===== config.mk =====
export PLATFORM = sky130hd
export DESIGN_NAME = spi_txn_seq
export DESIGN_NICKNAME = d
export VERILOG_FILES = /design/src/rtl/spi_seq_pkg.sv /design/src/rtl/spi_byte_shifter.sv /design/src/rtl/spi_desel_timer.sv /design/src/rtl/spi_txn_seq.sv
export SDC_FILE = /design/constraint.sdc
export NUM_CORES = 1
export LEC_CHECK = 0
export ABC_AREA = 1
export BUFFER_PORTS_ARGS = -buffer_cell sky130_fd_sc_hd__buf_2
export CORE_ASPECT_RATIO = 1.1
export CORE_MARGIN = 8
export CORE_UTILIZATION = 29
export CTS_CLUSTER_DIAMETER = 50
export CTS_CLUSTER_SIZE = 25
export DETAILED_ROUTE_END_ITERATION = 10
export PLACE_DENSITY = 0.59
export SYNTH_ARGS = -nofsm -noshare
export SYNTH_HDL_FRONTEND = slang
export SYNTH_SLANG_ARGS = --single-unit

===== constraint.sdc =====
create_clock -name clk -period 2 [get_ports clk]
set_clock_uncertainty 0.1 [all_clocks]
set_input_delay 0.1 -clock clk [delete_from_list [all_inputs] [get_ports clk]]
set_output_delay 0.1 -clock clk [all_outputs]
set_load 0.005 [all_outputs]

===== src/rtl/spi_seq_pkg.sv =====
`timescale 1ns/1ps
package spi_seq_pkg;
  typedef enum logic [1:0] {
    CLS_OTHER = 2'd0,
    CLS_READ  = 2'd1,
    CLS_PROG  = 2'd2,
    CLS_MISC  = 2'd3
  } txn_class_e;

  typedef enum logic [1:0] {
    ST_IDLE,
    ST_CMD,
    ST_DATA,
    ST_GAP
  } seq_state_e;
endpackage


===== src/rtl/spi_byte_shifter.sv =====
`timescale 1ns/1ps
// One byte over SPI: MOSI changes as SCLK goes low, MISO is taken as it goes high.
module spi_byte_shifter #(
  parameter int DIV_W = 8
) (
  input  logic             clk,
  input  logic             rst_n,
  input  logic [DIV_W-1:0] cfg_div,
  input  logic             cfg_cpol,
  input  logic             start,
  input  logic [7:0]       tx_byte,
  input  logic             miso,
  output logic             active_o,
  output logic             done_o,
  output logic [7:0]       rx_byte_o,
  output logic             sclk_o,
  output logic             mosi_o
);
  logic             active_q;
  logic             half_q;
  logic [2:0]       bit_q;
  logic [DIV_W-1:0] cnt_q;
  logic [7:0]       sh_q;
  logic [7:0]       rx_q;
  logic             tick;

  assign tick   = active_q && (cnt_q == cfg_div);
  assign done_o = tick && half_q && (bit_q == 3'd0);

  always_ff @(posedge clk or negedge rst_n) begin
    if (!rst_n) begin
      active_q <= 1'b0;
      half_q   <= 1'b0;
      bit_q    <= 3'd0;
      cnt_q    <= '0;
      sh_q     <= 8'h00;
      rx_q     <= 8'h00;
    end else if (start && !active_q) begin
      active_q <= 1'b1;
      half_q   <= 1'b0;
      cnt_q    <= '0;
      bit_q    <= 3'd7;
      sh_q     <= tx_byte;
    end else if (active_q) begin
      if (tick) begin
        cnt_q <= '0;
        if (!half_q) begin
          half_q <= 1'b1;
          rx_q   <= {rx_q[6:0], miso};
        end else if (bit_q == 3'd0) begin
          active_q <= 1'b0;
          half_q   <= 1'b0;
        end else begin
          half_q <= 1'b0;
          bit_q  <= bit_q - 3'd1;
          sh_q   <= {sh_q[6:0], 1'b0};
        end
      end else begin
        cnt_q <= cnt_q + 1'b1;
      end
    end
  end

  assign active_o  = active_q;
  assign rx_byte_o = rx_q;
  assign sclk_o    = active_q ? half_q : cfg_cpol;
  assign mosi_o    = sh_q[7];
endmodule


===== src/rtl/spi_desel_timer.sv =====
`timescale 1ns/1ps
// Counts the chip-select high time; last_o marks the final counted cycle.
module spi_desel_timer #(
  parameter int DSL_W = 16
) (
  input  logic             clk,
  input  logic             rst_n,
  input  logic             load,
  input  logic [DSL_W-1:0] load_val,
  output logic             last_o
);
  logic [DSL_W-1:0] cnt_q;

  always_ff @(posedge clk or negedge rst_n) begin
    if (!rst_n) begin
      cnt_q <= '0;
    end else if (load) begin
      cnt_q <= (load_val == '0) ? DSL_W'(1) : load_val;
    end else if (cnt_q != '0) begin
      cnt_q <= cnt_q - 1'b1;
    end
  end

  assign last_o = (cnt_q == DSL_W'(1));
endmodule


===== src/rtl/spi_txn_seq.sv =====
`timescale 1ns/1ps
module spi_txn_seq
  import spi_seq_pkg::*;
#(
  parameter int DIV_W   = 8,
  parameter int DSL_W   = 16,
  parameter int LEN_W   = 16,
  parameter int CMD_MAX = 5,
  localparam int CMD_W  = 8 * CMD_MAX,
  localparam int CLEN_W = $clog2(CMD_MAX + 1)
) (
  input  logic              clk,
  input  logic              rst_n,
  input  logic              cfg_cpol,
  input  logic [DIV_W-1:0]  cfg_div,
  input  logic [DSL_W-1:0]  cfg_desel_rd,
  input  logic [DSL_W-1:0]  cfg_desel_pgm,
  input  logic [DSL_W-1:0]  cfg_desel_oth,
  input  logic              req_valid,
  output logic              req_ready,
  input  logic [CMD_W-1:0]  req_cmd,
  input  logic [CLEN_W-1:0] req_cmd_len,
  input  logic [LEN_W-1:0]  req_data_len,
  input  logic              req_read,
  input  logic [1:0]        req_class,
  input  logic              wr_valid,
  output logic              wr_ready,
  input  logic [7:0]        wr_data,
  output logic              rd_valid,
  input  logic              rd_ready,
  output logic [7:0]        rd_data,
  output logic              busy,
  output logic              spi_cs_n,
  output logic              spi_sclk,
  output logic              spi_mosi,
  output logic              spi_hold_n,
  input  logic              spi_miso
);
  seq_state_e        state_q;
  logic [CMD_W-1:0]  cmd_sh_q;
  logic [CLEN_W-1:0] cmd_left_q;
  logic [LEN_W-1:0]  data_left_q;
  logic              dir_rd_q;
  txn_class_e        cls_q;
  logic              cs_n_q;
  logic              hold_q;
  logic [7:0]        rd_data_q;
  logic              rd_valid_q;

  logic              eng_active;
  logic              eng_done;
  logic              eng_start;
  logic [7:0]        eng_tx;
  logic [7:0]        eng_rx;
  logic              gap_last;
  logic              gap_load;
  logic [DSL_W-1:0]  gap_val;
  logic              accept;
  logic              finish;

  function automatic logic [CLEN_W-1:0] clamp_len(input logic [CLEN_W-1:0] l);
    if (l == '0) return CLEN_W'(1);
    if (l > CLEN_W'(CMD_MAX)) return CLEN_W'(CMD_MAX);
    return l;
  endfunction

  assign accept    = req_valid && (state_q == ST_IDLE);
  assign req_ready = (state_q == ST_IDLE);
  assign busy      = (state_q != ST_IDLE);
  assign wr_ready  = (state_q == ST_DATA) && !dir_rd_q && !eng_active;

  assign eng_start = !eng_active &&
                     ((state_q == ST_CMD) ||
                      ((state_q == ST_DATA) && (dir_rd_q ? !rd_valid_q : wr_valid)));
  assign eng_tx    = (state_q == ST_CMD) ? cmd_sh_q[CMD_W-1 -: 8] :
                     (dir_rd_q ? 8'h00 : wr_data);

  // Last byte of the transaction completes on this edge.
  assign finish = eng_done &&
                  (((state_q == ST_CMD) && (cmd_left_q == CLEN_W'(1)) && (data_left_q == '0)) ||
                   ((state_q == ST_DATA) && (data_left_q == LEN_W'(1))));
  assign gap_load = finish;

  always_comb begin
    unique case (cls_q)
      CLS_READ: gap_val = cfg_desel_rd;
      CLS_PROG: gap_val = cfg_desel_pgm;
      default:  gap_val = cfg_desel_oth;
    endcase
  end

  always_ff @(posedge clk or negedge rst_n) begin
    if (!rst_n) begin
      state_q     <= ST_IDLE;
      cmd_sh_q    <= '0;
      cmd_left_q  <= '0;
      data_left_q <= '0;
      dir_rd_q    <= 1'b0;
      cls_q       <= CLS_OTHER;
      cs_n_q      <= 1'b1;
      hold_q      <= 1'b0;
      rd_data_q   <= 8'h00;
      rd_valid_q  <= 1'b0;
    end else begin
      if (rd_valid_q && rd_ready) rd_valid_q <= 1'b0;
      unique case (state_q)
        ST_IDLE: if (accept) begin
          cmd_sh_q    <= req_cmd;
          cmd_left_q  <= clamp_len(req_cmd_len);
          data_left_q <= req_data_len;
          dir_rd_q    <= req_read;
          cls_q       <= txn_class_e'(req_class);
          cs_n_q      <= 1'b0;
          hold_q      <= 1'b1;
          state_q     <= ST_CMD;
        end
        ST_CMD: if (eng_done) begin
          cmd_sh_q   <= {cmd_sh_q[CMD_W-9:0], 8'h00};
          cmd_left_q <= cmd_left_q - 1'b1;
          if (finish) begin
            cs_n_q  <= 1'b1;
            state_q <= ST_GAP;
          end else if (cmd_left_q == CLEN_W'(1)) begin
            state_q <= ST_DATA;
          end
        end
        ST_DATA: if (eng_done) begin
          data_left_q <= data_left_q - 1'b1;
          if (dir_rd_q) begin
            rd_data_q  <= eng_rx;
            rd_valid_q <= 1'b1;
          end
          if (finish) begin
            cs_n_q  <= 1'b1;
            state_q <= ST_GAP;
          end
        end
        ST_GAP: if (gap_last) begin
          hold_q  <= 1'b0;
          state_q <= ST_IDLE;
        end
        default: state_q <= ST_IDLE;
      endcase
    end
  end

  spi_byte_shifter #(.DIV_W(DIV_W)) u_shift (
    .clk       (clk),
    .rst_n     (rst_n),
    .cfg_div   (cfg_div),
    .cfg_cpol  (cfg_cpol),
    .start     (eng_start),
    .tx_byte   (eng_tx),
    .miso      (spi_miso),
    .active_o  (eng_active),
    .done_o    (eng_done),
    .rx_byte_o (eng_rx),
    .sclk_o    (spi_sclk),
    .mosi_o    (spi_mosi)
  );

  spi_desel_timer #(.DSL_W(DSL_W)) u_gap (
    .clk      (clk),
    .rst_n    (rst_n),
    .load     (gap_load),
    .load_val (gap_val),
    .last_o   (gap_last)
  );

  assign spi_cs_n   = cs_n_q;
  assign spi_hold_n = hold_q;
  assign rd_data    = rd_data_q;
  assign rd_valid   = rd_valid_q;
endmodule


==> out/qor.csv, run 1 <==
metric,value,unit
status,finished clean,
drt_pre_antenna_iters,4,
place_ws,-30.7,ps
swShare,0.416,
clock_tree.buffer_depth,2,
internal-power,7.98,mW
wl,21400,um
place_area,8610,um^2
syn_to_final_growth,44.7,%
ff2ff_path_depth,13,
cts_tree,done,
fin_util,0.425,
crit_chain,inv_2 -> nand2_2 -> nand2_1 -> inv_1 -> nand3_2 -> nor2_4 -> nand3_4 -> a21oi_4 -> o21ai_4 -> buf_6 -> buf_4 -> nand2_1 -> o21ai_1,
rrSetupSlack,70,ps
slowest_delay,390,ps
clk_pin_slew,70,ps
cp_common_cell,nand2_1,
grt_max_degree,121,
synthFlopType,dfrtp_1,
seq_area_frac_synth,0.421,
die_y,181,um
busiest_layer,met2,
numClockSinks,120,
yosysTopAreaCell,dfrtp_1,
timing.rr.start,u_shift.cnt_q[5]$_DFFE_PN0P_,
p_seq_frac,0.273,
initial_core_util,0.294,
period_share,0.966,
nets,1369,
final_area,10300,um^2
cts.htree.levels,4,
clkPwrFrac,0.214,
grt_pass1_vias,7157,
syn_area,7140,um^2
met3_usage,0.0375,
avgSynthCellArea,7.61,um^2
dieArea,29900,um^2
gr-usage-met1,0.172,
dp_cells,1419,
hold_viol_final,0,
min_to,u_shift.sh_q[4]$_DFFE_PN0P_,
grt_pass1_wl,34800,um
start_kind,flip-flop,
finalHoldWorstSlack,21.5,ps
drt-vias-per-instance,4.57,
num_rows,60,
drc,0,
synth_common_cells,"258 x nand2_1, 119 x dfrtp_1, 104 x inv_1, 79 x nor2_1, 73 x o21ai_0",
crit_type,flip-flop to flip-flop,
synthCells,938,
yosysUniqueCellTypes,41,
coreArea,24300,um^2
required,2210,ps
power_density,1320,nW/um^2
vias,7052,
fin_ws,67.7,ps
drive_above_1_share,0.285,
io_buffers,148,
synth.most_common_cell,nand2_1,
synthTopCellsByArea,"dfrtp_1 42%, nand2_1 14%, inv_1 5.5%, o21ai_0 5.1%, mux2i_1 4.5%",
relSlewSlack,0.539,
clock_latency,420,ps
setup_viol,0,
root_buffer,clkbuf_16,
worst_r2r_endpoint,cmd_left_q[1]$_DFFE_PN0P_,
synthArstFlopShare,1.00,
min_from,wr_data[4],
gp_congestion,0.826,
antenna_found_initial,1,
cellLeakagePower,5.11,nW
drt_iter0_markers,299,
ys_warn_count,0,
finalMaxSlewViolations,0,
tightest_slew,692,ps
syn_nets,1087,
ys_ff_latch,120,
grt_use_met2,0.228,
detailed_place_hpwl,14700,um
pin_count,149,
period_minus_slack,1930,ps
overflow,0,
grt_use_total,0.139,
critical_path.max_fanout,6,
synth_top_area_share,0.417,
combPwrFrac,0.512,
slowest_stage,dfrtp_1,
timing.setup.tns,0,ps
ir_drop,0.576,mV
p_total,13.7,mW
final-instance-count-excl-fill,1544,
drv_cap,0,
ant_nets,0,
hold_depth,5,
p_switching,5.69,mW
hold_class,input pin to flip-flop,
die_width,166,um
cp.arrival,2140,ps
cp-end-kind,flip-flop,
numCtsBuffers,17,
rsz0062_at_grt,yes,
avgRoutedWirePerCell,13.8,um
synth_edf_count,0,
fmax,0.518,GHz
==> critical path, delay by kind of cell (launching register included) <==
kind,cells,cell delay (ps)
AND/OR/NAND/NOR,6,500
buffers and inverters,4,450
AO/OA/AOI/OAI,3,380
flip-flops,1,390
==> power by group through the flow <==
stage	Combinational (mW)	Sequential [mW]	Clock [mW]
2_1_floorplan	4.06	3.64	0
5_1_grt	7.89	3.83	3.13
3_5_place_dp	6.06	3.74	0
3_3_place_gp	5.97	3.72	0
6_report	7.01	3.73	2.93
4_1_cts	6.21	3.70	3.04
==> per-layer routing <==
metal  share of wire  wire length (um)
met3           0.046               984
met1            0.46              9790
met4           0.015               325
met2            0.48             10300
met5         0.00047                10
==> area by class of cell <==
type	instances	area, um^2
fillers	2439	14000
flip-flops and latches	120	3000
repair buffers	299	2200
clock inverters	15	129
inverters	111	419
clock buffers	17	425
multi-input cells	671	3760
well taps	310	388
diodes	1	2.50
==> worst max path at each step <==
stage | start | to | slack, ps | depth (start not counted)
2_1_floorplan | state_q[1]$_DFFE_PN0P_ | cmd_sh_q[27]$_DFFE_PN0P_ | 40 | 7
3_5_place_dp | data_left_q[3]$_DFFE_PN0P_ | u_gap.cnt_q[7]$_DFFE_PN0P_ | -30 | 10
3_3_place_gp | state_q[1]$_DFFE_PN0P_ | u_shift.sh_q[3]$_DFFE_PN0P_ | 40 | 11
4_1_cts | cmd_left_q[1]$_DFFE_PN0P_ | u_gap.cnt_q[7]$_DFFE_PN0P_ | 5 | 13
5_1_grt | u_shift.cnt_q[4]$_DFFE_PN0P_ | cmd_left_q[1]$_DFFE_PN0P_ | -40 | 10
6_report | u_shift.cnt_q[5]$_DFFE_PN0P_ | cmd_left_q[1]$_DFFE_PN0P_ | 70 | 13
==> sequential cells by signal (all words and copies together), names as in the netlist, 2 cells and up <==
register / flops
cmd_sh_q: 40
data_left_q: 16
u_gap.cnt_q: 16
rd_data: 8
u_shift.cnt_q: 8
u_shift.rx_byte_o: 8
u_shift.sh_q: 8
cmd_left_q: 3
u_shift.bit_q: 3
cls_q: 2
state_q: 2
==> layout by cell type (no fill, tap or decap), types with 10 or more instances in the layout <==
| cell type | Yosys | routed |
|---|---|---|
| nand4_1 | 10 | 10 |
| clkbuf_16 | 0 | 18 |
| o21ai_1 | 55 | 57 |
| nand3_1 | 38 | 34 |
| buf_2 | 3 | 149 |
| buf_4 | 2 | 60 |
| o21ai_0 | 73 | 67 |
| nor2_1 | 79 | 63 |
| nor2_2 | 1 | 13 |
| dfrtp_1 | 119 | 119 |
| o21ai_2 | 12 | 15 |
| dlygate4sd3_1 | 0 | 75 |
| xor2_1 | 18 | 18 |
| inv_2 | 7 | 15 |
| mux2i_1 | 32 | 32 |
| ha_1 | 16 | 12 |
| nand2_2 | 5 | 16 |
| nand2_1 | 258 | 246 |
| inv_1 | 104 | 95 |
| a21oi_1 | 27 | 19 |
==> repair_timing <==
item                                    CTS  global route
endpoints found under the setup margin    9           105
hold buffers                             74             1
setup buffers                             0            14
hold endpoints to repair                190             1
pin swaps                                 0            12
gates resized for setup                   2            82
gates cloned                              0             4
==> cell families after synthesis <==
| family | after synthesis | synth area share |
|---|---|---|
| AND/OR/NAND/NOR | 405 | 0.238 |
| AO/OA/AOI/OAI | 191 | 0.148 |
| buffers and inverters | 148 | 0.0890 |
| flip-flops | 120 | 0.421 |
| multiplexers | 32 | 0.0449 |
| XOR/XNOR | 26 | 0.0319 |
| adder cells (fa/ha/maj) | 16 | 0.0280 |
No activity file was read; power rests on OpenSTA's default activity.
==> inputs of run 2 (changes only) <==
--- a/config.mk
+++ b/config.mk
@@ -9,11 +9,12 @@
 export BUFFER_PORTS_ARGS = -buffer_cell sky130_fd_sc_hd__buf_2
 export CORE_ASPECT_RATIO = 1.1
 export CORE_MARGIN = 8
-export CORE_UTILIZATION = 29
+export CORE_UTILIZATION = 50
 export CTS_CLUSTER_DIAMETER = 50
 export CTS_CLUSTER_SIZE = 25
 export DETAILED_ROUTE_END_ITERATION = 10
-export PLACE_DENSITY = 0.59
+export MAX_ROUTING_LAYER = met4
+export PLACE_DENSITY = 0.87
 export SYNTH_ARGS = -nofsm -noshare
 export SYNTH_HDL_FRONTEND = slang
 export SYNTH_SLANG_ARGS = --single-unit
==> run 2 against run 1 <==
Effect of this change:
- the run now ends with setup timing left
- largest power group unchanged
- fmax down 9.8%
- count of clock-buffer cells in the layout is 2 higher
- highest routed layer is now met4
- routed wire length increased by 16%
- non-clock buffer count grew 5
- critical path depth shrank 3
- power increased by 8.2%
- critical endpoint is now cmd_sh_q[15]$_DFFE_PN0P_
- first-iteration DRC count up 120%
- design area is 0.92% higher
- hold slack got worse by 14 ps
- final cell count shrank 7.3%
- die area fell by 39%
- via count up 11%
==> out/qor.csv, run 2 (same netlist as run 1, synthesis figures left out) <==
metric,value,unit
finalHoldWorstSlack,7.98,ps
coreArea,14200,um^2
drive_above_1_share,0.312,
top_regs,"cmd_sh_q: 40 flops, data_left_q: 16 flops, u_gap.cnt_q: 16 flops",
hold_viol_final,0,
grt_pass1_wl,34500,um
clock_tree.buffer_depth,2,
drt-vias-per-instance,5.49,
drv_cap,0,
relSlewSlack,0.699,
place_ws,14.9,ps
final_common_cell,nand2_1,
final_cell_mix,"232 x nand2_1, 149 x buf_2, 118 x dfrtp_1, 89 x inv_1, 74 x dlygate4sd3_1",
pin_count,149,
avgRoutedWirePerCell,17.3,um
timing.setup.tns,-4030,ps
grt_use_met2,0.407,
vias,7857,
nets,1374,
crit_type,flip-flop to flip-flop,
root_buffer,clkbuf_16,
numCtsBuffers,17,
busiest_layer,met2,
rrSetupSlack,-140,ps
fmax,0.467,GHz
largest_reg_flops,40,
fin_ws,-143,ps
initial_core_util,0.502,
syn_to_final_growth,46.0,%
grt_use_total,0.242,
cellLeakagePower,5.19,nW
start_kind,flip-flop,
rsz0062_at_grt,yes,
dieArea,18400,um^2
cp-end-kind,flip-flop,
gp_congestion,0.900,
violations,setup timing,
ir_drop,0.949,mV
die_y,141,um
clock_latency,420,ps
ant_nets,0,
cp.arrival,2330,ps
fin_util,0.734,
top_register,cmd_sh_q,
wl,24800,um
hold_class,input pin to flip-flop,
finalMaxSlewViolations,0,
met3_usage,0.0435,
timing.rr.start,u_shift.cnt_q[4]$_DFFE_PN0P_,
cts_tree,done,
drt_iter0_markers,659,
num_rows,46,
required,2190,ps
overflow,0,
status,"complete, but fails checks",
drt_pre_antenna_iters,5,
die_width,130,um
grt_max_degree,52,
critical_path.max_fanout,14,
period_share,1.07,
gr-usage-met1,0.271,
drc,0,
grt_pass1_vias,7432,
power_density,1420,nW/um^2
cts.htree.levels,4,
worst_r2r_endpoint,cmd_sh_q[15]$_DFFE_PN0P_,
startpoint,u_shift.cnt_q[4]$_DFFE_PN0P_,
setup_viol,55,
detailed_place_hpwl,14000,um
antenna_found_initial,1,
clk_pin_slew,60,ps
io_buffers,148,
numClockSinks,120,
period_minus_slack,2140,ps
tightest_slew,448,ps
ff2ff_path_depth,10,
crit_end,cmd_sh_q[15]$_DFFE_PN0P_,
-- run 2: cell types whose count changed in the layout (fill, tap and decap cells not counted), moves of 5 or more --
cell and delta:
buf_4 -7, buf_6 +9, clkbuf_16 +5, inv_1 -6, inv_2 +5, inv_6 -7, nand2_1 -14, nand2_2 +13
nor2_1 -5, o21ai_0 -5, o21ai_2 +5
-- run 2: area by class of cell --
type / instances / area [um^2]
multi-input combinational: 670 / 3810
fill: 958 / 3790
sequential: 120 / 3010
timing repair buffer: 304 / 2350
clock buffer: 19 / 443
inverter: 111 / 424
tap: 192 / 240
clock inverter: 13 / 146
timing repair inverter: 1 / 5.00
antenna: 2 / 5.00
-- run 2: critical path, cell delays in order, from the launching register on --
cell and delay [ps]:
dfrtp_1 400, xnor2_2 270, nand2_1 160, nor2_2 170
nand3_4 130, a21oi_4 190, o21ai_4 110, buf_12 160
buf_12 150, nand2_1 80, o21ai_1 90
-- run 2: metrics by stage --
step	area (um^2)	cells	power [mW]
3_3_place_gp	8370	1292	9.22
3_5_place_dp	8370	1292	9.45
4_1_cts	9710	1398	12.7
2_1_floorplan	7140	938	7.70
6_report	10400	1432	14.8
5_1_grt	10400	1431	15.6
-- run 2: worst min path at each step --
| stage | end | cells after the start | startpoint |
|---|---|---|---|
| floorplan | cls_q[0]$_DFFE_PN0P_ | 0 | rst_n |
| global placement | u_gap.cnt_q[14]$_DFFE_PN0P_ | 1 | rst_n |
| detailed placement | u_gap.cnt_q[15]$_DFFE_PN0P_ | 1 | rst_n |
| CTS | u_shift.sh_q[5]$_DFFE_PN0P_ | 5 | wr_data[5] |
| global route | u_shift.sh_q[6]$_DFFE_PN0P_ | 5 | wr_data[6] |
| finish | u_shift.sh_q[6]$_DFFE_PN0P_ | 5 | wr_data[6] |
-- run 2: per-layer routing --
metal  part of all wire  up-vias
li1                   -     3612
met1               0.39     3696
met2               0.50      413
met3              0.057      136
met4              0.057        0
met5                  0        -
-- run 2: report_power, final --
part,leakage (nW),internal (mW),switching [mW]
logic,3.41,3.39,4.46
clock network,0.284,1.88,1.19
registers,1.50,3.21,0.659
total,5.19,8.48,6.31
-- run 2: timing repair --
| item | in CTS | in global routing |
|---|---|---|
| hold buffers | 74 | 0 |
| gates resized for setup | 2 | 125 |
| endpoints found under the hold margin | 189 | 0 |
| pin swaps | 0 | 15 |
| gates cloned | 0 | 13 |
| endpoints found under the setup margin | 7 | 108 |
| setup buffers | 0 | 19 |
==> inputs of run 3 (changes only) <==
--- a/config.mk
+++ b/config.mk
@@ -6,7 +6,7 @@
 export NUM_CORES = 1
 export LEC_CHECK = 0
 export ABC_AREA = 1
-export BUFFER_PORTS_ARGS = -buffer_cell sky130_fd_sc_hd__buf_2
+export BUFFER_PORTS_ARGS = -buffer_cell sky130_fd_sc_hd__buf_4
 export CORE_ASPECT_RATIO = 1.1
 export CORE_MARGIN = 8
 export CORE_UTILIZATION = 50
==> run 3 against run 2 <==
Effect of this change:
- the flow finishes with violations (hold timing, setup timing)
- flip-flop and latch count unchanged
- non-clock buffer count decreased by 4
- first-iteration DRC count decreased by 7.0%
- sequential share of layout area decreased by 1.4 points
- critical path depth unchanged
- power increased by 5.4%
- register-to-register slack about the same
- via count decreased by 0.20%
- global-route usage decreased by 0.64 points
- clock power increased by 4%
- sequential power increased by 2%
- critical endpoint is now cmd_left_q[0]$_DFFE_PN0P_
- largest cell class unchanged
- highest routed layer unchanged
==> out/qor.csv, run 3 (same netlist as run 1, synthesis figures left out) <==
metric,value,unit
status,"complete, but fails checks",
violations,"hold timing, setup timing",
drt_pre_antenna_iters,5,
die_y,141,um
relSlewSlack,0.671,
final_common_cell,nand2_1,
fmax,0.466,GHz
num_rows,46,
dp_cells,1287,
ff2ff_path_depth,10,
final-instance-count-excl-fill,1427,
drv_cap,0,
worst_r2r_endpoint,cmd_left_q[0]$_DFFE_PN0P_,
ir_drop,0.948,mV
period_minus_slack,2150,ps
avgRoutedWirePerCell,17.4,um
initial_core_util,0.502,
antenna_found_initial,0,
io_buffers,148,
wl,24800,um
min_from,cfg_desel_oth[3],
gp_congestion,0.947,
vias,7841,
period_share,1.07,
drc,0,
overflow,0,
clk_pin_slew,60,ps
rrSetupSlack,-150,ps
clock_latency,420,ps
grt_pass1_wl,33600,um
grt_max_degree,50,
required,2230,ps
root_buffer,clkbuf_16,
top_register,cmd_sh_q,
final_area,11000,um^2
crit_type,flip-flop to flip-flop,
pin_count,149,
timing.rr.start,u_shift.cnt_q[3]$_DFFE_PN0P_,
grt_use_total,0.236,
tightest_slew,491,ps
timing.setup.tns,-3110,ps
ant_nets,0,
nets,1371,
drt_iter0_markers,613,
cellLeakagePower,5.42,nW
cp.arrival,2380,ps
coreArea,14200,um^2
dieArea,18400,um^2
numClockSinks,120,
largest_reg_flops,40,
fin_util,0.772,
hold_viol_final,1,
cts_tree,done,
clock_tree.buffer_depth,2,
syn_to_final_growth,53.7,%
fill_cells,871,
drt-vias-per-instance,5.49,
start_kind,flip-flop,
p_total,15.6,mW
hold_depth,5,
numCtsBuffers,17,
grt_pass1_vias,7270,
power_density,1420,nW/um^2
finalMaxSlewViolations,0,
die_width,130,um
fin_ws,-148,ps
min_to,u_gap.cnt_q[3]$_DFFE_PN0P_,
finalHoldWorstSlack,-4.19,ps
detailed_place_hpwl,13800,um
antenna_cells,0,
rsz0062_at_grt,yes,
place_ws,-23.2,ps
cp-end-kind,flip-flop,
cts.htree.levels,4,
critical_path.max_fanout,14,
setup_viol,46,
drive_above_1_share,0.320,
top_regs,"cmd_sh_q: 40 flops, data_left_q: 16 flops, u_gap.cnt_q: 16 flops",
final_cell_mix,"220 x nand2_1, 201 x buf_4, 115 x dfrtp_1, 96 x inv_1, 76 x dlygate4sd3_1",
place_area,8740,um^2
hold_class,input pin to flip-flop,
[run 3: cell types whose count changed in the layout (fill, tap and decap cells not counted), moves of 11 or more]
cell	previous run	this run
buf_2	149	0
o21ai_2	20	42
o21ai_1	57	34
nand2_1	232	220
buf_6	14	3
buf_4	53	201
[run 3: cell type report]
cell class	instances	area (um^2)	share of cell area
clock buffers	21	460	0.0420
clock inverters	11	148	0.0135
inverters	111	422	0.0384
multi-input cells	671	3950	0.360
flip-flops and latches	120	3010	0.274
well taps	192	240	0.0219
repair buffers	300	2740	0.250
repair inverters	1	5.00	0.000456
[run 3: metal layers]
layer	up-vias	track usage	routed length (um)
li1	3606	-	-
met1	3709	0.267	9460
met2	415	0.390	12600
met3	111	0.0379	1410
met4	0	0.133	1340
met5	-	-	0
[run 3: timing repair]
action                                  4_1_cts  5_1_grt
buffers inserted                              0       19
endpoints found under the setup margin       12      105
resized for setup                             5      135
hold buffers                                 76        0
pin swaps                                     0       11
endpoints found under the hold margin       193        0
gates cloned                                  0       13
[run 3: how the worst max path moves through the flow]
stage,cells after the start,from,endpoint
finish,10,u_shift.cnt_q[3]$_DFFE_PN0P_,cmd_left_q[0]$_DFFE_PN0P_
detailed placement,12,u_shift.cnt_q[2]$_DFFE_PN0P_,data_left_q[14]$_DFFE_PN0P_
global route,10,u_shift.cnt_q[3]$_DFFE_PN0P_,cmd_left_q[0]$_DFFE_PN0P_
global placement,12,u_shift.cnt_q[2]$_DFFE_PN0P_,data_left_q[14]$_DFFE_PN0P_
floorplan,7,state_q[1]$_DFFE_PN0P_,cmd_sh_q[27]$_DFFE_PN0P_
CTS,6,state_q[0]$_DFFE_PN0P_,wr_ready
[run 3: where the power goes]
group | total [mW] | switching [mW] | internal (mW)
Clock | 3.19 | 1.17 | 2.03
Sequential | 3.95 | 0.724 | 3.22
Combinational | 8.45 | 4.77 | 3.68
[run 3: critical path: stages, from the launching register on]
cell	delay, ps
dfrtp_2	450
nand2_2	90
nand2_2	50
nor2_2	130
inv_1	70
nor2_2	150
nand3_4	130
a21oi_4	260
o21ai_4	190
clkbuf_16	230
o21ai_2	190
